<file path="src/rtl/mpf_pkg.sv">
// Package: shared constants and types for the multi-processor address filter.
// Assumes a 3-bit character length code; only one code selects nine data bits.
package mpf_pkg;

    localparam int DATA_W = 9;
    localparam int CHR_W  = 3;

    // Character length codes seen by the filter
    typedef enum logic [CHR_W-1:0] {
        CHR_5BIT = 3'b000,
        CHR_6BIT = 3'b001,
        CHR_7BIT = 3'b010,
        CHR_8BIT = 3'b011,
        CHR_9BIT = 3'b100
    } chr_len_e;

    // Decision passed from the type decoder to the write gate
    typedef struct packed {
        logic is_addr;
        logic nine_bit;
    } frm_kind_t;

endpackage

</file>
<file path="src/rtl/mpf_type_sel.sv">
// Module: mpf_type_sel
// Decides whether a completed character is an address or data character.
// The marker is the ninth data bit in 9-bit mode and the first stop bit otherwise.
// Assumes reserved length codes behave like the 5..8 bit codes.
// NINE_EN = 0 builds a variant without the 9-bit path (stop bit always decides).
module mpf_type_sel
    import mpf_pkg::*;
#(
    parameter int W       = DATA_W,
    parameter bit NINE_EN = 1'b1
) (
    input  logic [W-1:0]     data_i,
    input  logic             stop_i,
    input  logic [CHR_W-1:0] chr_i,
    output frm_kind_t        kind_o
);

    localparam int MARK_IDX = W - 1;

    generate
        if (NINE_EN) begin : g_nine
            // Select the type marker according to the configured length
            always_comb begin
                kind_o.nine_bit = (chr_i == CHR_9BIT);
                kind_o.is_addr  = kind_o.nine_bit ? data_i[MARK_IDX] : stop_i;
            end
        end else begin : g_stop_only
            // Only 5..8 bit characters exist: stop bit is the marker
            always_comb begin
                kind_o.nine_bit = 1'b0;
                kind_o.is_addr  = stop_i;
            end
        end
    endgenerate

endmodule

</file>
<file path="src/rtl/mpf_gate.sv">
// Module: mpf_gate
// Qualifies the buffer write: passes every character when the filter is off,
// only address characters when it is on. Registers strobe and data.
// Assumes done_i is a single-cycle pulse per character.
module mpf_gate
    import mpf_pkg::*;
#(
    parameter int W = DATA_W
) (
    input  logic         clk,
    input  logic         rst_n,
    input  logic         done_i,
    input  logic [W-1:0] data_i,
    input  logic         filt_i,
    input  frm_kind_t    kind_i,
    output logic         stb_o,
    output logic [W-1:0] data_o
);

    logic pass;

    // Write decision at the frame-done cycle
    always_comb begin
        pass = done_i && (!filt_i || kind_i.is_addr);
    end

    // Register strobe; load data only for written characters
    always_ff @(posedge clk) begin
        if (!rst_n) begin
            stb_o  <= 1'b0;
            data_o <= '0;
        end else begin
            stb_o <= pass;
            if (pass) begin
                data_o <= data_i;
            end
        end
    end

    AST_DROP_DATA: assert property (@(posedge clk) disable iff (!rst_n)
        done_i && filt_i && !kind_i.is_addr |=> !stb_o);
    AST_PASS_ALL_OFF: assert property (@(posedge clk) disable iff (!rst_n)
        done_i && !filt_i |=> stb_o && data_o == $past(data_i));
    AST_NO_SPURIOUS: assert property (@(posedge clk) disable iff (!rst_n)
        !done_i |=> !stb_o);
    AST_HOLD_DATA: assert property (@(posedge clk) disable iff (!rst_n)
        !stb_o |-> $stable(data_o));

endmodule

</file>
<file path="src/rtl/mp_addr_filter.sv">
// Module: mp_addr_filter (top)
// Sits between the deframer and the receive buffer and drops data characters
// while multi-processor mode is on. One clock of latency from frame done to strobe.
// Assumes the deframer presents data, stop bit and done in the same cycle.
module mp_addr_filter
    import mpf_pkg::*;
#(
    parameter int W       = DATA_W,
    parameter bit NINE_EN = 1'b1
) (
    input  logic             clk,
    input  logic             rst_n,
    input  logic             frm_done_i,
    input  logic [W-1:0]     frm_data_i,
    input  logic             frm_stop_i,
    input  logic [CHR_W-1:0] chr_sel_i,
    input  logic             mp_en_i,
    output logic             wr_stb_o,
    output logic [W-1:0]     wr_data_o
);

    localparam int MARK_IDX = W - 1;

    frm_kind_t kind;

    mpf_type_sel #(.W(W), .NINE_EN(NINE_EN)) type_i (
        .data_i (frm_data_i),
        .stop_i (frm_stop_i),
        .chr_i  (chr_sel_i),
        .kind_o (kind)
    );

    mpf_gate #(.W(W)) gate_i (
        .clk    (clk),
        .rst_n  (rst_n),
        .done_i (frm_done_i),
        .data_i (frm_data_i),
        .filt_i (mp_en_i),
        .kind_i (kind),
        .stb_o  (wr_stb_o),
        .data_o (wr_data_o)
    );

    AST_NINE_MARK: assert property (@(posedge clk) disable iff (!rst_n)
        frm_done_i && mp_en_i && chr_sel_i == CHR_9BIT
        |=> wr_stb_o == $past(frm_data_i[MARK_IDX]));
    AST_STOP_MARK: assert property (@(posedge clk) disable iff (!rst_n)
        frm_done_i && mp_en_i && chr_sel_i != CHR_9BIT
        |=> wr_stb_o == $past(frm_stop_i));
    AST_RESET_CLR: assert property (@(posedge clk)
        !rst_n |=> !wr_stb_o && wr_data_o == '0);

endmodule

</file>
<file path="config.mk">
export PLATFORM = sky130hd
export DESIGN_NAME = mp_addr_filter
export DESIGN_NICKNAME = d
export VERILOG_FILES = /design/src/rtl/mpf_pkg.sv /design/src/rtl/mpf_type_sel.sv /design/src/rtl/mpf_gate.sv /design/src/rtl/mp_addr_filter.sv
export SDC_FILE = /design/constraint.sdc
export NUM_CORES = 1
export LEC_CHECK = 0
export BUFFER_PORTS_ARGS = -buffer_cell sky130_fd_sc_hd__buf_4
export CAP_MARGIN = 20
export CORE_AREA = 4 4 41 43
export CTS_CLUSTER_SIZE = 25
export DETAILED_ROUTE_END_ITERATION = 10
export DIE_AREA = 0 0 45 47
export GPL_ROUTABILITY_DRIVEN = 0
export SETUP_SLACK_MARGIN = 0.3
export SYNTH_ARGS = -nofsm -noshare
export SYNTH_HDL_FRONTEND = slang
export SYNTH_SLANG_ARGS = --single-unit
</file>
<file path="constraint.sdc">
create_clock -name clk -period 1.4 [get_ports clk]
set_input_delay 0.14 -clock clk [delete_from_list [all_inputs] [get_ports clk]]
set_output_delay 0.14 -clock clk [all_outputs]
set_load 0.005 [all_outputs]
</file>
Word level (Yosys, flattened, before mapping)
Cells that the tools add are included.
- add/subtract/negate cells: 0
- $mul: 0
- div/mod/pow operators: 0
- magnitude comparators: 0
- eq/ne operators: 1
- shift operators: 0
- muxes and demuxes: 1
- bitwise logic cells: 0
- reductions and logical operators: 3
- operators by type and width (kind ; count):
    $eq 3x3->1 const B ; 1
    $logic_and 1x1->1 ; 1
    $logic_not 1->1 ; 1
    $logic_or 1x1->1 ; 1
    $mux 1 ; 1
- register bits: 10
- latch bits: 0
- memory bits (writable): 0
- bits in read-only memories: 0
- input bits: 17
- memories: 0

Longest topological paths before layout
- depth after elaboration: 4
- mapped depth: 5
- mapped depth without buffers: 4

Cells and area by module
A second synthesis with hierarchy kept.
- cell total of the unflattened synthesis: 45
- area total of the unflattened synthesis: 439.2 um2
- by module, submodules not included (module ; instances ; cells an instance ; area an instance (um2) ; sequential area each (um2)):
    mpf_gate ; 1 ; 43 ; 409.1 ; 200.2
    mpf_type_sel ; 1 ; 2 ; 30.0 ; 0.0

Worst setup path after synthesis
OpenSTA, ideal clock, no wires.
- kind: input to register
- from: input chr_sel_i[1]
- to: register gate_i.data_o[0]
- setup time: 0.072 ns
- arrival: 1.148 ns
- required time: 1.328 ns
- slack: 0.180 ns
- cell stages on the path: 5
- buffers on the path: 1
- cell sequence: or3b_1 > mux2i_1 > a21boi_1 > buf_6 > mux2i_1
- word-level cells in the longest chain between the ends: 4
- ends and longest elaborated chain (element ; RTL line ; text):
    start: declaration ; mp_addr_filter.sv:16 ; input logic [CHR_W-1:0] chr_sel_i,
    $eq 3x3->1 ; mpf_type_sel.sv:24 ; kind_o.nine_bit = (chr_i == CHR_9BIT);
    $mux 1 ; mpf_type_sel.sv:25 ; kind_o.is_addr = kind_o.nine_bit ? data_i[MARK_IDX] : stop_i;
    $logic_or 1x1->1 ; mpf_gate.sv:24 ; pass = done_i && (!filt_i || kind_i.is_addr);
    $logic_and 1x1->1 ; mpf_gate.sv:24 ;
    end signal: assignment ; mpf_gate.sv:35 ; data_o <= data_i;
    end: declaration ; mpf_gate.sv:17 ; output logic [W-1:0] data_o
No other way between the ends.
A chain may end at the register's enable or synchronous reset.

Worst setup path after layout
Ends and elaborated chain as after synthesis.

==> flow_summary.ini <==
[sta]
fin_crit_sh_pct = 80.2
report.final.hold_viol_count = 0
slew_violations = 0
max_slew.worst_pin.slew_ns = 0.187
skew_ns = 0
rsz0062_at_grt = yes
fin_crit_ns = 1.12
max_freq_ghz = 0.891
slew_headroom_pct = 87.5
holdWs_ns = 0.126
setup_viol = 0

[clock_network]
cts_buffers = 3
cts_max_path_buffers = 2
clk_latency_ns = 0.26
tritoncts = built
cts-hold-fix-buffers = 0
clk_pin_slew_ns = 0.07
h-tree-depth = 1
clkSinkCount = 10
clock-root-buffer = clkbuf_4

[routing]
highest_layer = met3
ant_nets = 0
route.met2.wl_um = 426
dr.pass1.iters = 2
wl_per_cell_um = 10.7
via_per_inst = 4.46
met3_length_um = 126
num_vias = 415
drtIter0Drc = 3
drcViolationCount = 0
drt-total-wl_um = 998
met1_length_um = 446

[synthesis]
synth_seq_cells = 10
ys_seq_area_share_pct = 45.5
syn_inst = 48
synth_cell_type_count = 14
synth_fp_nets = 65
yosysWarningCount = 0
synth_area_per_cell_um2 = 9.18
synth_area_um2 = 440

[pwr]
powerDensity_nw_per_um2 = 995
vdd_drop_max_uv = 464
finalPower_uw = 694
p_leak_nw = 0.348

[placement]
io_buffers = 26
dpl_cell_area_um2 = 641

[worst_setup_path]
arrival_ns = 1.31
cp-end-kind = flop
cp.required_ns = 1.59
cp-start-kind = primary input
worst-path-max-fanout = 5
path_class = in2reg

[global_routing]
antenna_found_initial = 0
grt_overflow = 0
first_global_vias = 420
grt_max_degree = 19
grt_pass1_wl_mm = 1.66
track_usage_pct = 11.0

[finish]
mostFrequentLayoutCells = buf_4 (26), nand2_1 (17), dfxtp_1 (10)
area_growth_pct = 58.2
diodes = 0
layout.nets = 96
drive_above_1_share_pct = 44.9
layout_commonest_cell = buf_4
fin_area_um2 = 697

[floorplan]
initial_utilization_pct = 33.8
die_h_um = 47
rows = 13
io_pins = 27
die_area_um2 = 2120
dieWidth_um = 45
core_region_area_um2 = 1300

[job]
max_cap_violations = 0

[min_path]
hold_path.class = in2reg

[run_status]
status = complete, no violations
-- what timing repair did --
item,4_1_cts,5_1_grt
endpoints found under the setup margin,7,9
buffers inserted,1,0
pin swaps,2,2
gates cloned,1,0
gates resized for setup,2,1
-- power breakdown --
| group | switching (mW) | internal (mW) | total, mW |
|---|---|---|---|
| Sequential | 0.00955 | 0.303 | 0.312 |
| Clock | 0.0990 | 0.158 | 0.257 |
| Combinational | 0.0444 | 0.0801 | 0.124 |
| Total | 0.153 | 0.541 | 0.694 |
-- cell families after synthesis --
family / count (synthesis) / synth area share, %
and+or+nand+nor: 22 / 22.7
muxes: 9 / 20.5
buffers and inverters: 3 / 5.40
AOI/OAI and AO/OA: 4 / 5.96
DFF: 10 / 45.5
-- Yosys cell counts --
master / n / share of area [%]
nand2_1: 17 / 14
dfxtp_1: 10 / 45
mux2i_1: 9 / 20
nand2b_1: 2 / 2.8
a21boi_1: 1 / 1.7
a21oi_1: 1 / 1.1
a22o_1: 1 / 2.0
and2_2: 1 / 1.7
buf_2: 1 / 1.1
buf_4: 1 / 1.7
buf_6: 1 / 2.6
nand3b_1: 1 / 1.7
o21ai_0: 1 / 1.1
or3b_1: 1 / 2.0
-- routing by layer --
layer  vias up  global-route usage (%)
li1        220                       -
met1       175                    13.6
met2        20                    16.9
met3         0                    2.68
met4         0                    7.02
met5         -                       0
-- stage by stage --
step	util (%)	TNS (ns)	setup WS, ns	std cells
after floorplan	-	0	0.219	48
after global placement	49.2	0	0.0494	87
after detailed placement	49.2	-0.0311	-0.0311	87
after CTS	53.3	0	0.251	93
after global routing	53.6	0	0.207	93
final	53.6	0	0.277	93
-- final timing paths --
path                    startpoint          endpoint  slack [ns]  cells past startpoint
setup / recovery      chr_sel_i[1]  gate_i.data_o[0]        0.28                      6
hold / removal       frm_data_i[1]  gate_i.data_o[1]        0.13                      3
setup reg to reg  gate_i.data_o[8]  gate_i.data_o[8]        0.60                      3
hold reg to reg   gate_i.data_o[4]  gate_i.data_o[4]        0.46                      2
-- state kept, by name (all words and copies together) (netlist names) --
name and cells:
gate_i.data_o 9, gate_i.stb_o 1
-- final cells by class --
class / count / area (um2)
clock buffer: 4 / 36.3
sequential: 10 / 200
multi-input combinational: 35 / 219
timing repair buffer: 29 / 223
fill: 123 / 604
tap: 15 / 18.8
-- worst max-delay path, cell delays in order --
cell      delay, ns
buf_6          0.09
or3b_4         0.39
mux2i_1        0.12
a21boi_1       0.18
buf_4          0.19
mux2i_1        0.20
Power figures use the tool's default switching activity.
